--- src/rtl/kstream_pkg.sv ---
package kstream_pkg;
    localparam int KEY_W       = 80;
    localparam int IV_W        = 80;
    localparam int ST_W        = 288;
    localparam int WARM_ROUNDS = 1152;
    localparam int IV_BASE     = 93;   // zero-based position of s94
    localparam int ONES_BASE   = 285;  // zero-based position of s286

    // Zero-based vector: element k-1 holds state bit s_k
    typedef logic [ST_W-1:0] kstate_t;

    function automatic kstate_t seed_state(input logic [KEY_W-1:0] k,
                                           input logic [IV_W-1:0]  v);
        kstate_t s;
        s = '0;
        s[KEY_W-1:0]               = k;
        s[IV_BASE+IV_W-1:IV_BASE]  = v;
        s[ST_W-1:ONES_BASE]        = 3'b111;
        return s;
    endfunction
endpackage

--- src/rtl/kstream_rounds.sv ---
module kstream_rounds
    import kstream_pkg::*;
#(
    parameter int W = 32
) (
    input  kstate_t        st_i,
    output kstate_t        st_o,
    output logic [W-1:0]   z_o
);
    // chain[i] is the state before round i of this cycle
    kstate_t chain [0:W];

    assign chain[0] = st_i;

    for (genvar i = 0; i < W; i++) begin : g_round
        logic ta, tb, tc;
        logic fa, fb, fc;
        kstate_t cur;

        assign cur = chain[i];
        assign ta  = cur[65]  ^ cur[92];
        assign tb  = cur[161] ^ cur[176];
        assign tc  = cur[242] ^ cur[287];
        assign z_o[i] = ta ^ tb ^ tc;

        assign fa = ta ^ (cur[90]  & cur[91])  ^ cur[170];
        assign fb = tb ^ (cur[174] & cur[175]) ^ cur[263];
        assign fc = tc ^ (cur[285] & cur[286]) ^ cur[68];

        assign chain[i+1] = {cur[286:177], fb,
                             cur[175:93],  fa,
                             cur[91:0],    fc};
    end

    assign st_o = chain[W];
endmodule

--- src/rtl/kstream_warmup.sv ---
module kstream_warmup #(
    parameter int CYC = 36
) (
    input  logic clk,
    input  logic rst,
    input  logic reseed_i,
    output logic warming_o,
    output logic ready_o
);
    localparam int CW = $clog2(CYC + 1);
    localparam logic [CW-1:0] LAST = CW'(CYC);

    typedef struct packed {
        logic [CW-1:0] cnt;
    } ctl_t;

    ctl_t ctl_d, ctl_q;

    always_comb begin
        ctl_d = ctl_q;
        if (rst || reseed_i) begin
            ctl_d.cnt = '0;
        end else if (ctl_q.cnt != LAST) begin
            ctl_d.cnt = ctl_q.cnt + 1'b1;
        end
    end

    always_ff @(posedge clk) begin
        ctl_q <= ctl_d;
    end

    assign ready_o   = (ctl_q.cnt == LAST);
    assign warming_o = !ready_o;

    // the count never runs past the warm-up length
    a_r4_count_bound: assert property (@(posedge clk) disable iff (rst)
        ctl_q.cnt <= LAST);

    // readiness appears only after the last warm-up step
    a_r4_ready_after_count: assert property (@(posedge clk) disable iff (rst)
        $rose(ready_o) |-> ($past(ctl_q.cnt) == LAST - 1'b1));
endmodule

--- src/rtl/kstream_rng.sv ---
module kstream_rng
    import kstream_pkg::*;
#(
    parameter int W = 32
) (
    input  logic             clk,
    input  logic             rst,
    input  logic             reseed_i,
    input  logic [KEY_W-1:0] key_i,
    input  logic [IV_W-1:0]  iv_i,
    input  logic             adv_i,
    output logic [W-1:0]     word_o,
    output logic             valid_o
);
    localparam int WARM_CYC = WARM_ROUNDS / W;

    initial begin
        assert (W >= 1 && W <= 64 && (W & (W - 1)) == 0)
            else $error("kstream_rng: W must be a power of two in 1..64");
    end

    typedef struct packed {
        kstate_t st;
    } dp_t;

    dp_t     dp_d, dp_q;
    kstate_t st_next;
    logic    warming;
    logic    load;
    logic    step;

    kstream_rounds #(.W(W)) u_rounds (
        .st_i (dp_q.st),
        .st_o (st_next),
        .z_o  (word_o)
    );

    kstream_warmup #(.CYC(WARM_CYC)) u_warmup (
        .clk       (clk),
        .rst       (rst),
        .reseed_i  (reseed_i),
        .warming_o (warming),
        .ready_o   (valid_o)
    );

    assign load = rst || reseed_i;
    assign step = warming || (valid_o && adv_i);

    always_comb begin
        dp_d = dp_q;
        if (load) begin
            dp_d.st = seed_state(key_i, iv_i);
        end else if (step) begin
            dp_d.st = st_next;
        end
    end

    always_ff @(posedge clk) begin
        dp_q <= dp_d;
    end

    // a reseed blanks the output on the next cycle
    a_r8_reseed_blanks: assert property (@(posedge clk) disable iff (rst)
        reseed_i |=> !valid_o);

    // valid only drops because of a reseed
    a_r8_drop_needs_reseed: assert property (@(posedge clk) disable iff (rst)
        $fell(valid_o) |-> $past(reseed_i));

    // an unconsumed word holds
    a_r7_hold_word: assert property (@(posedge clk) disable iff (rst)
        (valid_o && !adv_i && !reseed_i) |=> (valid_o && $stable(word_o)));
endmodule

--- config.mk ---
export PLATFORM = sky130hd
export DESIGN_NAME = kstream_rng
export DESIGN_NICKNAME = d
export VERILOG_FILES = /design/src/rtl/kstream_pkg.sv /design/src/rtl/kstream_rounds.sv /design/src/rtl/kstream_warmup.sv /design/src/rtl/kstream_rng.sv
export SDC_FILE = /design/constraint.sdc
export NUM_CORES = 1
export LEC_CHECK = 0
export BUFFER_PORTS_ARGS = -buffer_cell sky130_fd_sc_hd__buf_2
export CORE_MARGIN = 2
export CORE_UTILIZATION = 55
export DETAILED_ROUTE_END_ITERATION = 7
export MAX_ROUTING_LAYER = met4
export PLACE_DENSITY_LB_ADDON = 0.05
export SLEW_MARGIN = 0
export SYNTH_ARGS = -nofsm -noshare
export SYNTH_HDL_FRONTEND = slang
export SYNTH_HIERARCHICAL = 1
export SYNTH_SLANG_ARGS = --single-unit
export TNS_END_PERCENT = 50
--- constraint.sdc ---
create_clock -name clk -period 7.15 [get_ports clk]
set_input_delay 0 -clock clk [delete_from_list [all_inputs] [get_ports clk]]
set_output_delay 0 -clock clk [all_outputs]
set_load 0.05 [all_outputs]
Word-level counts from Yosys, hierarchy flattened:

Index checks and enable logic that the tools add are counted.

* flip-flop bits (word level): 294
* bits of input ports: 164
* output and inout port bits: 33
* word-level logic and storage cells: 461

* add/subtract/negate cells: 1
* eq/ne operators: 2
* muxes and demuxes: 2
* bitwise gates (word level): 448
* reductions and logical operators: 5

Operator list (count)
* 1-bit XOR: 352
* 173-bit two-way mux: 2
* 1-bit AND: 96
* 6-bit by 1-bit adder with 6-bit output, second input constant: 1
* 6-bit equality test, second input constant: 1
* 6-bit inequality test, second input constant: 1
* 1-bit logical OR: 2
* 2-bit nonzero test: 1
* 1-bit logical AND: 1
* 1-bit logical NOT: 1

Longest topological paths before layout:

Gate-level depths: netlist (run 1).

* depth in word-level cells: 5
* gate-level depth with buffers: 10

By module:

The synthesis (run 1) kept the hierarchy.

Modules (own cells, without submodules)
* kstream_rng: times used 1, cells an instance 1297, area an instance 14061.0 sq um, sequential area each 7367.1 sq um
* kstream_rounds: times used 1, cells an instance 608, area an instance 6373.6 sq um, sequential area each 0.0 sq um
* kstream_warmup: times used 1, cells an instance 34, area an instance 309.0 sq um, sequential area each 120.1 sq um

Worst setup path before layout (run 1):

Ideal clock, no wire load.

* path type: register to register
* start: register u_warmup/ctl_q[0] (netlist bit)
* end: register dp_q[0] (netlist bit), enable pin
* data arrival time: 5443 ps
* data required time: 6602 ps
* slack: 1159 ps
* cell stages (with the launch flop): 10
* clock period less this slack: 5991 ps
* path through: dfxtp_1 inv_1 ha_1 nand4bb_1 nor2_2 a21oi_1 buf_2 buf_6 buf_4 nand2b_1

* word-level cells in the longest chain between the ends: 4
* elaborated cells between the ends (all ways): 5
* classes of those cells: eq/ne: 1; reduce/logical: 4

Ends and longest elaborated chain
* from (decl): line kstream_warmup.sv:17 `ctl_t ctl_d, ctl_q;`
* from (signal assigned): line kstream_warmup.sv:29 `ctl_q <= ctl_d;`
* 6-bit equality test *: line kstream_warmup.sv:32 `assign ready_o = (ctl_q.cnt == LAST);`
* via valid_o: line kstream_rng.sv:13 `output logic valid_o`
* 1-bit logical NOT or 1-bit logical AND (tied branches): line kstream_warmup.sv:33, kstream_rng.sv:47
* 1-bit logical OR *: line kstream_rng.sv:47 `assign step = warming || (valid_o && adv_i);`
* 2-bit nonzero test (no line) *
* to (signal assigned): line kstream_rng.sv:59 `dp_q <= dp_d;`
* to (decl): line kstream_rng.sv:26 `dp_t dp_d, dp_q;`

The timed path passes the listed nets; every way through them passes the cells marked *.
A chain may end at the register's enable or synchronous reset.

Final worst setup path (run 1):

* start: register u_warmup/ctl_q[0] (netlist bit)
* end: register dp_q[185] (netlist bit)

* word-level cells in the longest chain between the ends: 3
* elaborated cells between the ends (all ways): 4
* classes of those cells: eq/ne: 1; reduce/logical: 3

Ends and longest elaborated chain
* 6-bit equality test: line kstream_warmup.sv:32
* 1-bit logical NOT: line kstream_warmup.sv:33 `assign warming_o = !ready_o;`
* via warming: line kstream_rng.sv:28 `logic warming;`
* 1-bit logical OR: line kstream_rng.sv:47

The timed path passes the listed nets, and every way through them passes these cells.

==> results of run 1 <==
-- path summary, 6_finish.rpt --
path	start	end	slack, ps	cells past startpoint
worst max-delay path	u_warmup/ctl_q[0]	dp_q[185]	3800	9
worst max register to register	u_warmup/ctl_q[0]	dp_q[185]	3800	9
worst min-delay path	rst	dp_q[118]	110	3
worst min register to register	u_warmup/ctl_q[1]	u_warmup/ctl_q[1]	510	2
-- per-layer routing --
| metal | wire length (um) | vias up |
|---|---|---|
| met5 | 0 | - |
| met4 | 2320 | 0 |
| met3 | 4320 | 112 |
| met2 | 28000 | 571 |
| met1 | 26000 | 6880 |
| li1 | - | 6411 |
-- flip-flops by register name, summed over array words and instances (netlist names) --
name,flops
u_warmup/ctl_q,6
dp_q,288
-- worst min-delay path, delay by kind of cell --
family / cells / cell delay [ps]
AOI/OAI and AO/OA: 2 / 190
buffers and inverters: 1 / 300
-- layout make-up --
type                            count  area [um2]
Multi-Input combinational cell   1051        9770
Clock inverter                     10        81.3
Fill cell                        3167       15000
Inverter                          164         616
Clock buffer                       54        1090
Tap cell                          511         639
Timing Repair Buffer              367        2710
Sequential cell                   294        7490
-- repair_timing --
action	in CTS	in global routing
hold endpoints to repair	160	0
endpoints found under the setup margin	0	0
hold buffers	160	0
buffers inserted	0	0
-- cells in the mapped netlist --
master	instances	share of area (%)
clkbuf_1	49	0.89
nor3_1	6	0.14
nor2_1	1	0.018
or2_1	1	0.030
nor4bb_1	1	0.048
nor3b_1	250	9.0
edfxtp_1	160	23
xnor2_1	99	4.2
inv_2	1	0.018
and3_1	3	0.090
nand4bb_1	1	0.054
buf_4	300	11
buf_6	11	0.60
or3_1	1	0.030
ha_1	2	0.12
a21boi_0	1	0.036
buf_1	15	0.27
inv_1	163	2.9
nand3_1	2	0.048
xor3_4	2	0.27
dfxtp_1	134	13
mux2i_1	4	0.19
a21boi_1	1	0.036
o31ai_1	160	5.8
nor2_2	1	0.030
xor3_1	94	11
o21ai_0	162	3.9
xnor3_1	32	3.5
nand2_1	99	1.8
nand2b_1	1	0.030
nand3_2	1	0.048
mux2_2	125	6.8
a21oi_1	1	0.024
buf_2	55	1.3
-- cell families (layout without fill, tap and decap cells) --
family	Yosys count	in the layout	synth area share, %
XOR/XNOR	227	227	18.7
adder cells (fa/ha/maj)	2	2	0.121
AND/OR/NAND/NOR	368	368	11.4
AO/OA/AOI/OAI	325	325	9.80
buffers and inverters	594	595	16.9
multiplexers	129	129	6.98
flip-flops	294	294	36.1
-- power breakdown --
| part | switching [W] | internal (W) |
|---|---|---|
| clock | 0.000724 | 0.00109 |
| combinational | 0.000755 | 0.000604 |
| sequential | 0.000135 | 0.00191 |
-- metrics by stage --
| stage | total power [W] | setup slack, ps | hold slack [ps] | std cells |
|---|---|---|---|---|
| finish | 0.00522 | 3800 | 108 | 2451 |
| global route | 0.00538 | 3650 | 144 | 2451 |
| CTS | 0.00523 | 3880 | 91.7 | 2451 |
| detailed placement | 0.00334 | 3890 | 311 | 2227 |
| global placement | 0.00334 | 3960 | 315 | 2227 |
| floorplan | 0.00321 | 1160 | 220 | 1939 |
==> reports/results.ini, run 1 <==
[sta]
setup_viol = 0
rsz0062_at_grt = false
period_needed_ps = 3350
fmax_ghz = 0.298
hold_viol = 0
finalClockSkew_ps = 12.7
fin_setup_tns_ps = 0
relSlewSlack_pct = 13.2
tightest_slew_ps = 1300
slew_violations = 0
min_period_over_period_pct = 46.9

[clock_tree]
htreeDepth = 2
cts-root-buf = clkbuf_16
clk_path_buf_depth = 3
cts.sinks = 294
cts_tree = built
clock_latency_ps = 520
numCtsBuffers = 36
cts.clk_slew.worst_paths_ps = 60
cts_resized = 0

[drt]
drcViolationCount = 0
routedWlPerCell_um = 24.7
viasPerCell = 5.70
postRouteAntennaNets = 0
num_vias = 14000
first_iter_violations = 1323
wl_mm = 60.6
dr.pass1.iters = 8

[cells_and_area]
fin_nets = 2080
final_common_cell = nor3b_1
area_growth_pct = 7.94
num_antenna_cells = 0
post-route-util_pct = 59.9
fin_area_um2 = 22400
drive_above_1_share_pct = 20.3
layout_common_cells = 250 x nor3b_1, 194 x buf_2, 163 x inv_1

[worst_setup_path]
critPathTopFamily = buffers and inverters
cp.arrival_ps = 3760
setup.worst_path.end_class = flip-flop
critPathMaxFanout = 95
cp.buffers_inverters = 4
slowest_stage = buf_4
cp-start-kind = flip-flop
crit_chain = inv_1 > ha_1 > nand4bb_1 > nor2_2 > inv_2 > a21oi_4 > buf_4 > buf_4 > mux2_2
crit_path_frequent_cell = buf_4
crit_required_ps = 7560
crit_type = reg2reg
critPathMaxStageDelay_ps = 940

[synth]
syn-cell-area_um2 = 20700
postSynthAreaPerCell_um2 = 10.7
synth.net_count = 2105
yosys_warnings = 6
syn_inst = 1939
synth_seq_area_share_pct = 36.1
ys_seq_elements = 294
synthDistinctLibCells = 34

[floorplan]
die_area_um2 = 39300
rows = 71
fp.dieH_um = 198
start_util_pct = 55.5
core_um2 = 37400
die_x_um = 198
boundaryPins = 197

[placement]
dp_hpwl_mm = 41.9
placed_area_um2 = 19600
port-buffer-count = 196
gp_congestion = 0.991

[global_routing]
grt-ovfl-total = 0
antenna_found_initial = 0
grt_use_met3_pct = 4.65
grt_max_degree = 249
gr-usage-met1_pct = 43.5
grt.busiest_layer = met2
grt_pass1_vias = 13500
use_met2_pct = 48.7
grt_pass1_wl_mm = 88.0
grt.total_usage_pct = 31.9

[min_path]
hold_path_class = in2reg

[power]
ir_drop_uv = 164
leakage_nw = 9.55
power.density_nw_per_um2 = 233

[run]
cap_viol_max_count = 0

[status]
status = finished clean

No activity file was read; power rests on OpenSTA's default activity.
==> run 2, diff against run 1 <==
Clock period 7.15 ns to 3.39 ns, I/O delays scaled along.
==> run 2 against run 1 <==
  * Setup slack lost 3000 ps
  * Global-route usage grew 0.60 points
  * Routed wire length is 1.5% higher
  * Design area is 0.37% higher
  * Register-to-register slack lost 3000 ps
  * Die area did not move
  * Critical path type is now reg2out
  * Flip-flop and latch count stayed put
  * Sequential share of layout area down 0.12 points
  * Via count is 0.50% higher
  * First-iteration DRC count rose by 3.3%
  * Core utilization up 0.22 points
  * Hold slack improved by 28 ps
==> reports/results.ini, run 2 (synthesis gave the netlist of run 1 again) <==
[status]
status = finished clean

[worst_setup_path]
crit_required_ps = 3390
r2r_slack_ps = 830
cp-start-kind = flip-flop
setup.worst_path.end_class = output port
crit_type = reg2out
cp.arrival_ps = 2570
critPathMaxFanout = 5

[floorplan]
core_um2 = 37400
start_util_pct = 55.5
die_x_um = 198
boundaryPins = 197
rows = 71
fp.dieH_um = 198
die_area_um2 = 39300

[clock_tree]
cts.sinks = 294
htreeDepth = 2
clk_path_buf_depth = 3
post_cts_buffers = 0
cts.clk_slew.worst_paths_ps = 60
clock_latency_ps = 530
cts_tree = built
numCtsBuffers = 37
cts-root-buf = clkbuf_16

[sta]
fmax_ghz = 0.390
hold_viol = 0
tightest_slew_ps = 956
fin_setup_tns_ps = 0
slew_violations = 0
min_period_over_period_pct = 75.7
relSlewSlack_pct = 36.3
period_needed_ps = 2570
rsz0062_at_grt = false
setup_viol = 0
finalClockSkew_ps = 14.3

[global_routing]
grt_pass1_vias = 13700
grt-ovfl-total = 0
antenna_found_initial = 1
grt_max_degree = 213
grt.total_usage_pct = 32.5
grt_pass1_wl_mm = 88.8

[cells_and_area]
largest_reg_flops = 288
fin_area_um2 = 22500
fin_nets = 2083
post-route-util_pct = 60.1
reg_top3 = dp_q (288), u_warmup/ctl_q (6)
final_common_cell = nor3b_1
drive_above_1_share_pct = 20.3
layout_common_cells = 250 x nor3b_1, 194 x buf_2, 163 x inv_1
regMostFlops = dp_q
area_growth_pct = 8.34
final_cell_count_no_fill = 2458

[power]
ir_drop_uv = 319
leakage_nw = 9.59
sw_frac_of_total_pct = 31.0
clkPwrFrac_pct = 35.0
p_comb_share_pct = 25.9
power.density_nw_per_um2 = 492
power.internal_w = 0.00763
p_sw_w = 0.00343
seqPwrFrac_pct = 39.1

[drt]
drcViolationCount = 0
routedWlPerCell_um = 25.0
postRouteAntennaNets = 0
num_vias = 14000
dr.pass1.iters = 6
wl_mm = 61.5
first_iter_violations = 1366
viasPerCell = 5.71

[placement]
dp.cells = 2229
port-buffer-count = 196
placed_area_um2 = 19700
gp_congestion = 0.956
dp_hpwl_mm = 42.2

[run]
cap_viol_max_count = 0

[min_path]
hold_path_class = in2reg

==> run 2: cell types whose count changed in the layout (fill, tap and decap cells not counted), moves of 2 or more <==
cell and change:
diode_2 +2, buf_12 +4, clkinv_1 +5, buf_4 -2, clkinv_2 +3, clkbuf_1 -2
clkbuf_8 -2
==> run 2: final cells by class <==
cell class | count | area, um2
Multi-Input combinational cell | 1051 | 9770
Clock buffer | 49 | 1040
Inverter | 164 | 616
Sequential cell | 294 | 7490
Tap cell | 511 | 639
Clock inverter | 18 | 138
Antenna cell | 2 | 5.00
Timing Repair Buffer | 369 | 2780
Fill cell | 3087 | 14900
==> run 2: metrics by stage <==
step / power [W] / setup WS, ps / hold slack, ps
final: 0.0111 / 824 / 136
after floorplan: 0.00678 / 54.9 / 220
after CTS: 0.0111 / 846 / 131
after detailed placement: 0.00705 / 860 / 309
after global placement: 0.00705 / 971 / 310
after global routing: 0.0114 / 627 / 180
==> run 2: critical path: stages (launching register included) <==
cell and delay, ps:
dfxtp_1 430, xnor2_1 770, xnor3_1 590, buf_2 230
==> run 2: final timing paths <==
kind                                        start           endpoint  cells after the start
worst min-delay path                          rst          dp_q[122]                      3
worst max register to register  u_warmup/ctl_q[0]          dp_q[136]                      9
worst min register to register  u_warmup/ctl_q[1]  u_warmup/ctl_q[1]                      2
worst max-delay path                    dp_q[261]         word_o[26]                      3
==> run 2: metal layers <==
metal | vias to the layer above | share of wire (%) | GRT usage (%)
met5 | - | 0 | -
met1 | 6880 | 42 | 42.9
met2 | 626 | 46 | 49.4
met3 | 110 | 8.1 | 6.81
met4 | 0 | 4.0 | 12.4
li1 | 6428 | - | -
==> run 2: power by group through the flow <==
| stage | registers (W) | logic, W | clock network (W) |
|---|---|---|---|
| 2_1_floorplan | 0.00424 | 0.00254 | 0 |
| 3_3_place_gp | 0.00439 | 0.00266 | 0 |
| 3_5_place_dp | 0.00440 | 0.00266 | 0 |
| 4_1_cts | 0.00432 | 0.00282 | 0.00393 |
| 5_1_grt | 0.00434 | 0.00300 | 0.00405 |
| 6_report | 0.00433 | 0.00286 | 0.00386 |
==> run 2: what timing repair did <==
item                                   CTS  global route
setup endpoints to repair                0             0
hold buffers                           160             0
resized for setup                        0             0
endpoints found under the hold margin  160             0
==> run 3, diff against run 2 <==
Clock period 3.39 ns to 2.4 ns, I/O delays scaled along.
==> run 3 against run 2 <==
  * Largest cell class unchanged
  * Non-clock buffer count up 45
  * Register-to-register slack worse by 690 ps
  * Highest routed layer unchanged
  * Sequential power up 41%
  * Core utilization up 1.3 points
==> reports/results.ini, run 3 (synthesis gave the netlist of run 1 again) <==
[clock_tree]
cts.sinks = 294
clk_path_buf_depth = 3
clock_latency_ps = 530
htreeDepth = 2
numCtsBuffers = 35
cts.clk_slew.worst_paths_ps = 60
cts-root-buf = clkbuf_16
post_cts_buffers = 0
cts_tree = built

[cells_and_area]
regMostFlops = dp_q
drive_above_1_share_pct = 22.3
layout_common_cells = 250 x nor3b_1, 194 x buf_2, 162 x o21ai_0
fin_area_um2 = 22900
final_common_cell = nor3b_1
reg_top3 = dp_q (288), u_warmup/ctl_q (6)
fin_nets = 2126
area_growth_pct = 10.6
largest_reg_flops = 288
num-fill-cells = 3099
post-route-util_pct = 61.3

[sta]
fin_ws_ps = 12.3
finalClockSkew_ps = 18.1
setup_viol = 0
hold_viol = 0
relSlewSlack_pct = 45.5
tightest_slew_ps = 817
fmax_ghz = 0.419
min_period_over_period_pct = 99.5
period_needed_ps = 2390
rsz0062_at_grt = false
slew_violations = 0

[placement]
place_ws_ps = 183
dp_hpwl_mm = 44.3
placed_area_um2 = 20100
gp_congestion = 0.988
port-buffer-count = 196

[floorplan]
die_area_um2 = 39300
rows = 71
core_um2 = 37400
fp.dieH_um = 198
start_util_pct = 55.5
die_x_um = 198
boundaryPins = 197

[drt]
postRouteAntennaNets = 0
first_iter_violations = 1653
routedWlPerCell_um = 25.2
drcViolationCount = 0
dr.pass1.iters = 5
wl_mm = 63.1
num_vias = 14200
viasPerCell = 5.68

[worst_setup_path]
crit_type = reg2out
reg2reg_to = dp_q[51]
r2r-start = u_warmup/ctl_q[0]
cp.arrival_ps = 2390
reg2reg_depth = 9
critPathTopFamily = XOR/XNOR gates
critPathMaxFanout = 5
cp.buffers_inverters = 1
critPathMaxStageDelay_ps = 630
crit_chain = xnor2_1 > xnor3_1 > buf_2
setup.worst_path.end_class = output port
path_depth = 3
slowest_stage = xnor2_1
crit_required_ps = 2400
cp-start-kind = flip-flop
r2r_slack_ps = 140

[run]
cap_viol_max_count = 0

[global_routing]
grt_pass1_wl_mm = 90.9
gr-usage-met1_pct = 45.3
use_met2_pct = 51.6
grt_pass1_vias = 13700
grt-ovfl-total = 0
grt_max_degree = 161
grt_use_met3_pct = 3.90
grt.busiest_layer = met2
grt.total_usage_pct = 33.2
antenna_found_initial = 1

[power]
power.density_nw_per_um2 = 694
ir_drop_uv = 418
leakage_nw = 9.84

[min_path]
hold_path_end = dp_q[110]
hold_depth = 3
hp-start = rst
hold_path_class = in2reg

[status]
status = finished clean

==> run 3: how the worst max path moves through the flow <==
stage,start,end,slack (ps)
2_1_floorplan,u_warmup/ctl_q[1],dp_q[0],-700
3_3_place_gp,u_warmup/ctl_q[1],dp_q[48],250
3_5_place_dp,u_warmup/ctl_q[1],dp_q[11],180
4_1_cts,dp_q[75],word_o[17],70
5_1_grt,dp_q[75],word_o[17],30
6_report,dp_q[155],word_o[21],10
==> run 3: power by group <==
part / internal [W] / leakage (nW) / switching (W)
clock: 0.00346 / 0.585 / 0.00221
combinational: 0.00188 / 6.43 / 0.00229
sequential: 0.00570 / 2.82 / 0.000395
==> run 3: cell type report <==
type                    count  area [um2]  area share (%)
well taps                 511         639            2.79
clock inverters            12         156           0.682
diodes                      3        7.51          0.0327
multi-input cells        1051        9790            42.7
flip-flops and latches    294        7490            32.6
clock buffers              50        1050            4.56
inverters                 164         616            2.68
repair buffers            414        3200            13.9
==> run 3: worst reg2reg max path: stages (launching register included) <==
cell and delay [ps]:
dfxtp_2 340, inv_2 70, ha_4 120, nand4bb_1 160
nor2_4 230, inv_2 80, a21oi_4 190, buf_12 180
buf_4 420, o31ai_1 170
==> run 3: repair_timing <==
action,CTS,global route
gates resized for setup,0,0
endpoints found under the hold margin,160,0
hold buffers,160,0
==> run 3: metal layers <==
layer	vias up	wire, um
met1	6990	27200
met4	0	2250
met3	104	4400
met5	-	0
li1	6506	-
met2	599	29200
==> run 3: through the flow <==
stage                     power (W)  instances  hold slack [ps]  TNS (ps)
after CTS                    0.0159       2496             73.3         0
after global routing         0.0164       2497              103         0
after floorplan             0.00958       1939              212   -112230
after global placement       0.0101       2274              314         0
final                        0.0159       2499             76.8         0
after detailed placement     0.0101       2274              311         0
